`config.mk`:
```
export PLATFORM = sky130hd
export DESIGN_NAME = hotspot_capture
export DESIGN_NICKNAME = d
export VERILOG_FILES = /design/src/rtl/hs_pkg.sv /design/src/rtl/hs_stage.sv /design/src/rtl/hs_decode.sv /design/src/rtl/hs_capture.sv /design/src/rtl/hs_rdwin.sv /design/src/rtl/hotspot_capture.sv
export SDC_FILE = /design/constraint.sdc
export NUM_CORES = 1
export LEC_CHECK = 0
export ABC_CLOCK_PERIOD_IN_PS = 2300
export BUFFER_PORTS_ARGS = -buffer_cell sky130_fd_sc_hd__buf_2
export CAP_MARGIN = 10
export CORE_ASPECT_RATIO = 1.75
export CORE_MARGIN = 3
export CORE_UTILIZATION = 50
export DETAILED_ROUTE_END_ITERATION = 8
export PLACE_DENSITY_LB_ADDON = 0.05
export SLEW_MARGIN = 0
export SYNTH_ARGS = -nofsm -noshare
export SYNTH_HDL_FRONTEND = slang
export SYNTH_SLANG_ARGS = --single-unit
```
`constraint.sdc`:
```
create_clock -name clk -period 2.3 [get_ports clk]
set_clock_uncertainty 0.1 [all_clocks]
set_input_delay 0.23 -clock clk [delete_from_list [all_inputs] [get_ports clk]]
set_output_delay 0.23 -clock clk [all_outputs]
set_load 0.005 [all_outputs]
```
`src/rtl/hs_pkg.sv`:
```
package hs_pkg;
  parameter int AW = 13;
  parameter int DW = 8;

  typedef enum logic [2:0] {RG_NONE, RG_HOT, RG_NIB, RG_TRIG, RG_WIDE} region_t;

  function automatic region_t classify(input logic [AW-1:0] a, input logic rnw,
                                       input logic [AW-9:0] hot_page);
    region_t r;
    r = RG_NONE;
    if (a[AW-1:8] == hot_page) r = RG_HOT;
    else if (!rnw) begin
      if (a >= AW'('h0030) && a <= AW'('h003F)) r = RG_NIB;
      else if (a >= AW'('h0040) && a <= AW'('h007F)) r = RG_TRIG;
      else if (a >= AW'('h0400) && a <= AW'('h0FFF)) r = RG_WIDE;
    end
    return r;
  endfunction

  function automatic logic [DW-1:0] pick_tag(input region_t r, input logic [AW-1:0] a);
    case (r)
      RG_HOT:  return a[7:0];
      RG_NIB:  return {4'h0, a[3:0]};
      RG_WIDE: return {4'h0, a[11:8]};
      default: return '0;
    endcase
  endfunction

  function automatic logic [DW-1:0] pick_pay(input region_t r, input logic [AW-1:0] a,
                                             input logic [DW-1:0] d);
    return (r == RG_WIDE) ? a[7:0] : d;
  endfunction
endpackage

```
`src/rtl/hs_stage.sv`:
```
module hs_stage import hs_pkg::*; (
  input  logic          clk,
  input  logic          rst_n,
  input  logic          strobe,
  input  logic [AW-1:0] addr,
  input  logic [DW-1:0] data,
  input  logic          rnw,
  output logic          s_vld,
  output logic [AW-1:0] s_addr,
  output logic [DW-1:0] s_data,
  output logic          s_rnw
);
  always_ff @(posedge clk or negedge rst_n) begin
    if (!rst_n) begin
      s_vld  <= 1'b0;
      s_addr <= '0;
      s_data <= '0;
      s_rnw  <= 1'b1;
    end else begin
      s_vld <= strobe;
      if (strobe) begin
        s_addr <= addr;
        s_data <= data;
        s_rnw  <= rnw;
      end
    end
  end
endmodule

```
`src/rtl/hs_decode.sv`:
```
module hs_decode import hs_pkg::*; #(
  parameter logic [AW-9:0] HOT_PAGE = 5'h1F
) (
  input  logic          s_vld,
  input  logic [AW-1:0] s_addr,
  input  logic [DW-1:0] s_data,
  input  logic          s_rnw,
  output logic          hit,
  output logic [DW-1:0] hit_tag,
  output logic [DW-1:0] hit_pay
);
  region_t reg_sel;
  always_comb begin
    reg_sel = classify(s_addr, s_rnw, HOT_PAGE);
    hit     = s_vld && (reg_sel != RG_NONE);
    hit_tag = pick_tag(reg_sel, s_addr);
    hit_pay = pick_pay(reg_sel, s_addr, s_data);
  end
endmodule

```
`src/rtl/hs_capture.sv`:
```
module hs_capture import hs_pkg::*; (
  input  logic          clk,
  input  logic          rst_n,
  input  logic          hit,
  input  logic [DW-1:0] hit_tag,
  input  logic [DW-1:0] hit_pay,
  input  logic          ack,
  output logic          irq,
  output logic          ovr,
  output logic [DW-1:0] tag_q,
  output logic [DW-1:0] pay_q
);
  logic take;
  assign take = hit && (!irq || ack);

  always_ff @(posedge clk or negedge rst_n) begin
    if (!rst_n) begin
      irq   <= 1'b0;
      ovr   <= 1'b0;
      tag_q <= '0;
      pay_q <= '0;
    end else begin
      if (take) begin
        tag_q <= hit_tag;
        pay_q <= hit_pay;
        irq   <= 1'b1;
        if (ack) ovr <= 1'b0;
      end else if (hit) begin
        ovr <= 1'b1;
      end else if (ack) begin
        irq <= 1'b0;
        ovr <= 1'b0;
      end
    end
  end

  p_irq_hold_r6: assert property (@(posedge clk) disable iff (!rst_n)
    irq && !ack |=> irq);
  p_ack_clear_r6: assert property (@(posedge clk) disable iff (!rst_n)
    ack && !hit |=> !irq && !ovr);
  p_pend_keep_r7: assert property (@(posedge clk) disable iff (!rst_n)
    irq && !ack && hit |=> $stable(tag_q) && $stable(pay_q) && ovr && irq);
  p_coincide_r8: assert property (@(posedge clk) disable iff (!rst_n)
    ack && hit |=> irq && !ovr);
endmodule

```
`src/rtl/hs_rdwin.sv`:
```
module hs_rdwin import hs_pkg::*; #(
  parameter logic [AW-1:0] WIN_LO = 13'h019,
  parameter logic [AW-1:0] WIN_HI = 13'h01A
) (
  input  logic          clk,
  input  logic          rst_n,
  input  logic          en,
  input  logic [AW-1:0] addr,
  input  logic          rnw,
  input  logic [3:0]    sample,
  input  logic          ready,
  input  logic          idle,
  output logic [DW-1:0] rd_data,
  output logic [DW-1:0] rd_oe
);
  logic sel;
  always_comb begin
    sel     = en && rnw && (addr >= WIN_LO) && (addr <= WIN_HI);
    rd_oe   = sel ? 8'h3F : 8'h00;
    rd_data = sel ? {2'b00, ready, sample, idle} : 8'h00;
  end

  p_oe_mask_r9: assert property (@(posedge clk) disable iff (!rst_n)
    (rd_oe == 8'h00) || (rd_oe == 8'h3F));
  p_oe_gate_r10: assert property (@(posedge clk) disable iff (!rst_n)
    !en |-> rd_oe == 8'h00 && rd_data == 8'h00);
endmodule

```
`src/rtl/hotspot_capture.sv`:
```
module hotspot_capture import hs_pkg::*; (
  input  logic          clk,
  input  logic          rst_n,
  input  logic          bus_strobe,
  input  logic [12:0]   bus_addr,
  input  logic [7:0]    bus_wdata,
  input  logic          bus_rnw,
  input  logic          irq_ack,
  input  logic          win_en,
  input  logic [3:0]    aud_sample,
  input  logic          cmd_ready,
  input  logic          cmd_idle,
  output logic          irq_req,
  output logic          irq_overrun,
  output logic [7:0]    cap_tag,
  output logic [7:0]    cap_data,
  output logic [7:0]    rd_data,
  output logic [7:0]    rd_oe
);
  logic          s_vld, s_rnw;
  logic [AW-1:0] s_addr;
  logic [DW-1:0] s_data;
  logic          trig_hit;
  logic [DW-1:0] trig_tag, trig_pay;

  hs_stage u_stage (
    .clk(clk), .rst_n(rst_n), .strobe(bus_strobe), .addr(bus_addr),
    .data(bus_wdata), .rnw(bus_rnw), .s_vld(s_vld), .s_addr(s_addr),
    .s_data(s_data), .s_rnw(s_rnw));

  hs_decode #(.HOT_PAGE(5'h1F)) u_decode (
    .s_vld(s_vld), .s_addr(s_addr), .s_data(s_data), .s_rnw(s_rnw),
    .hit(trig_hit), .hit_tag(trig_tag), .hit_pay(trig_pay));

  hs_capture u_capture (
    .clk(clk), .rst_n(rst_n), .hit(trig_hit), .hit_tag(trig_tag),
    .hit_pay(trig_pay), .ack(irq_ack), .irq(irq_req), .ovr(irq_overrun),
    .tag_q(cap_tag), .pay_q(cap_data));

  hs_rdwin u_rdwin (
    .clk(clk), .rst_n(rst_n), .en(win_en), .addr(bus_addr), .rnw(bus_rnw),
    .sample(aud_sample), .ready(cmd_ready), .idle(cmd_idle),
    .rd_data(rd_data), .rd_oe(rd_oe));

  p_hit_needs_strobe_r11: assert property (@(posedge clk) disable iff (!rst_n)
    trig_hit |-> $past(bus_strobe));
  p_rise_from_hit_r1: assert property (@(posedge clk) disable iff (!rst_n)
    $rose(irq_req) |-> $past(trig_hit));
endmodule

```
==> impl_summary.log <==
INFO  metric initial_utilization = 0.526
INFO  metric crit_path_end_kind = register
INFO  metric die_h = 90.8 µm
INFO  metric netlist_top_cells_area = sky130_fd_sc_hd__dfrtp_1, sky130_fd_sc_hd__mux2_2, sky130_fd_sc_hd__mux2_4
INFO  metric cellPowerDensity = around 850 nW/µm²
INFO  metric routed_via_density = 5.33
INFO  metric numPortBuffers = 62
INFO  metric synth.most_common_cell = sky130_fd_sc_hd__dfrtp_1
INFO  metric gp_congestion = 0.858
INFO  metric die-area = 4940 µm²
INFO  metric synth.top_cells.by_count = sky130_fd_sc_hd__dfrtp_1, sky130_fd_sc_hd__mux2_2, sky130_fd_sc_hd__buf_4, sky130_fd_sc_hd__mux2_4, sky130_fd_sc_hd__and2_1
INFO  metric power.total = 2.12 mW
INFO  metric core = 3900 µm²
INFO  metric clk_latency = 0.29 ns
INFO  metric num_io_pins = 67
INFO  metric timing_worst_setup_path_type = register to register
INFO  metric yosysSeqAreaShare = 0.500
INFO  metric cts-buffers-inserted = 5
INFO  metric final-max-slew-violation-count = 0
INFO  metric wirelength = 4180 µm
INFO  metric min_path_type = primary input to register
INFO  metric cp_data_arrival_time = 2.18 ns
INFO  metric slew-limit-headroom = 0.400
INFO  metric grt_overflow = 0
INFO  metric antenna_found_initial = 0
INFO  metric max-cap-violations = 0
INFO  metric grt_setup_unrepaired = no
INFO  metric synth_compound_gate_area_share = 0.0932
INFO  metric fin_cells = between 200 and 300
INFO  metric synth_seq_cells = 41
INFO  metric yosys.area.top_type_share = 0.487
INFO  metric cp_max_fo = 12
INFO  metric clock_sink_count = 41
INFO  metric grt_first_pass_wirelength = 6820 µm
INFO  metric crit_path_cell_trace = nor4_4 -> o211ai_4 -> a21oi_4 -> mux2_2
INFO  metric timing.fmax = approximately 0.48 GHz
INFO  metric critPathMaxStageDelay = 0.49 ns
INFO  metric placed_cells_incl_taps = 254
INFO  metric dieWidth = about 54 µm
INFO  metric leakage_dissipation = 1.21 nW
INFO  metric hold-worst-slack = 0.0646 ns
INFO  metric drt_first_iter_violations = 20
INFO  metric synth_edf_count = 0
INFO  metric dp_hpwl = about 3200 µm
INFO  metric ctsRootBufferMaster = sky130_fd_sc_hd__clkbuf_8
INFO  metric crit_path_start_kind = register
INFO  metric number_of_global_route_vias_before_repair = around 1500
INFO  metric largest_family_of_logic_cells_by_synthesized_area = multiplexers
INFO  metric clk_pin_slew_worst_setup_hold_paths = 0.08 ns
INFO  metric final_core_utilization = 0.639
INFO  metric data_required_time_at_the_worst_endpoint = 2.38 ns
INFO  metric antenna_left = 0
INFO  metric number_of_endpoints_failing_setup_at_the_final_stage = 0
INFO  metric beginning_of_the_worst_register_to_register_path = u_stage.s_addr[10]
INFO  metric fraction_of_the_mapped_netlist_area_in_adder_cells = 0
INFO  metric totalNegativeSetupSlack = 0 ns
INFO  metric netlist_area = 2050 µm²
INFO  metric max-vdd-ir-drop = 699 µV
INFO  metric drive_above_1_share = 0.577
INFO  metric vias = ~1400
INFO  metric synth_simple_gate_area_share = 0.104
INFO  metric tritoncts_clock_tree = yes
INFO  metric first_pass_iters = 4
INFO  metric syn_inst = around 150
INFO  metric ys_warns = 0
INFO  metric post_synth_xor_area_fraction = 0.00426
INFO  metric synth_area_per_cell = 13.4 µm²
INFO  metric synth_top_flop_cell = sky130_fd_sc_hd__dfrtp_1
INFO  metric post-route-period-util = 0.911
INFO  metric critical_path.startpoint = u_stage.s_addr[10]
INFO  metric worstRegToRegCells = 4
INFO  metric final_hold_viol_count = 0
INFO  metric gr-usage-all-layers = 0.187
INFO  metric status = complete, no violations
INFO  metric timing.critical_path.slowest_stage_cell = sky130_fd_sc_hd__dfrtp_1
INFO  metric worst_slew_pin_slew = 0.901 ns
INFO  metric final_layout_net_count = around 250
INFO  metric asyncSetResetFlopFracSynth = 1.00
INFO  metric area_delta_synth_final = 21.4%
INFO  metric post_synth_num_cell_types = 38
INFO  metric ctsLongestPathBuffers = 2
INFO  metric synth_top_cell_by_area = sky130_fd_sc_hd__dfrtp_1
INFO  metric routedWlPerCell = about 16 µm
INFO  metric hold_path.startpoint = bus_wdata[1]
INFO  metric synth.area.mux_share = 0.231
INFO  metric htree_num_levels = 2
INFO  metric antenna_cells = 0
INFO  metric remaining_drc_errors = 0
INFO  metric core.rowCount = 30
INFO  metric layout_min_cycle_time = 2.10 ns
INFO  metric min_path_cells = 2
INFO  metric grt_max_degree = 42
kinds of logic after synthesis:
group                  Yosys count
multiplexers                    39
AO/OA/AOI/OAI                   19
AND/OR/NAND/NOR                 31
other                            1
flip-flops                      41
XOR/XNOR                         1
buffers and inverters           21
sequential cells by signal (all words and copies together), names as in the netlist:
register	flops
u_capture.ovr	1
u_stage.s_data	8
u_capture.irq	1
u_stage.s_rnw	1
u_stage.s_addr	13
u_capture.pay_q	8
u_capture.tag_q	8
u_stage.s_vld	1
cells in the final DEF, fill, tap and decap left out, drive strengths merged:
cell type,synthesis,final
xor2,1,1
a22oi,1,1
nor4b,1,1
and3,1,1
nor3,2,2
a21oi,1,1
o21ai,7,7
a2bb2oi,3,3
nand2b,1,1
clkbuf,1,5
o211ai,1,1
a21o,1,1
and4,1,1
nor4bb,1,1
buf,14,65
dfrtp,40,40
mux2,38,38
or2,1,1
and2,10,10
inv,6,7
mux2i,1,1
nor2b,1,1
dlygate4sd3,0,1
a32o,1,1
and4b,1,1
nor4,1,1
conb,1,4
dfstp,1,1
a221oi,4,4
bufinv,0,2
nand2,2,2
nand3,5,5
nand3b,1,1
nor2,2,2
where the power goes:
part	internal, mW	switching (mW)	total (mW)
clock network	0.437	0.250	0.687
registers	0.872	0.103	0.975
logic	0.284	0.172	0.456
area by class of cell:
| type | instances | area, µm² |
|---|---|---|
| inverters | 6 | 22.5 |
| clock buffers | 5 | 68.8 |
| multi-input cells | 94 | 903 |
| fillers | 319 | 1410 |
| well taps | 48 | 60.1 |
| flip-flops and latches | 41 | 1030 |
| clock inverters | 3 | 68.8 |
| repair buffers | 66 | 343 |
path summary, 6_finish.rpt:
check,endpoint,slack (ns)
max in group asynchronous,u_stage.s_data[6],1.04
min in group asynchronous,u_stage.s_addr[9],0.51
hold / removal,u_stage.s_data[1],0.06
setup / recovery,u_capture.pay_q[1],0.20
hold reg to reg,u_capture.ovr,0.39
setup reg to reg,u_capture.pay_q[1],0.20
metrics by stage:
| stage | worst slack, ns | instance area (µm²) |
|---|---|---|
| 3_5_place_dp | 0.238 | 2350 |
| 5_1_grt | 0.0883 | 2490 |
| 6_report | 0.204 | 2490 |
| 4_1_cts | 0.201 | 2490 |
| 3_3_place_gp | 0.292 | 2350 |
| 2_1_floorplan | 0.418 | 2070 |
timing repair:
item | 4_1_cts | 5_1_grt
gates resized for setup | 0 | 0
setup buffers | 0 | 0
hold endpoints to repair | 40 | 0
hold buffers | 1 | 0
layer usage:
layer	part of all wire	GRT usage	vias to the layer above
li1	-	-	655
met1	0.35	0.200	707
met2	0.59	0.331	33
met5	0	0	-
met3	0.045	0.0380	6
met4	0.016	0.0790	0
worst max-delay path: cells and delay by family, from the launching register on:
kind,cells,cell delay [ns]
AOI/OAI and AO/OA,2,0.63
DFF,1,0.49
muxes,1,0.39
and+or+nand+nor,1,0.38
Power figures use the tool's default switching activity.
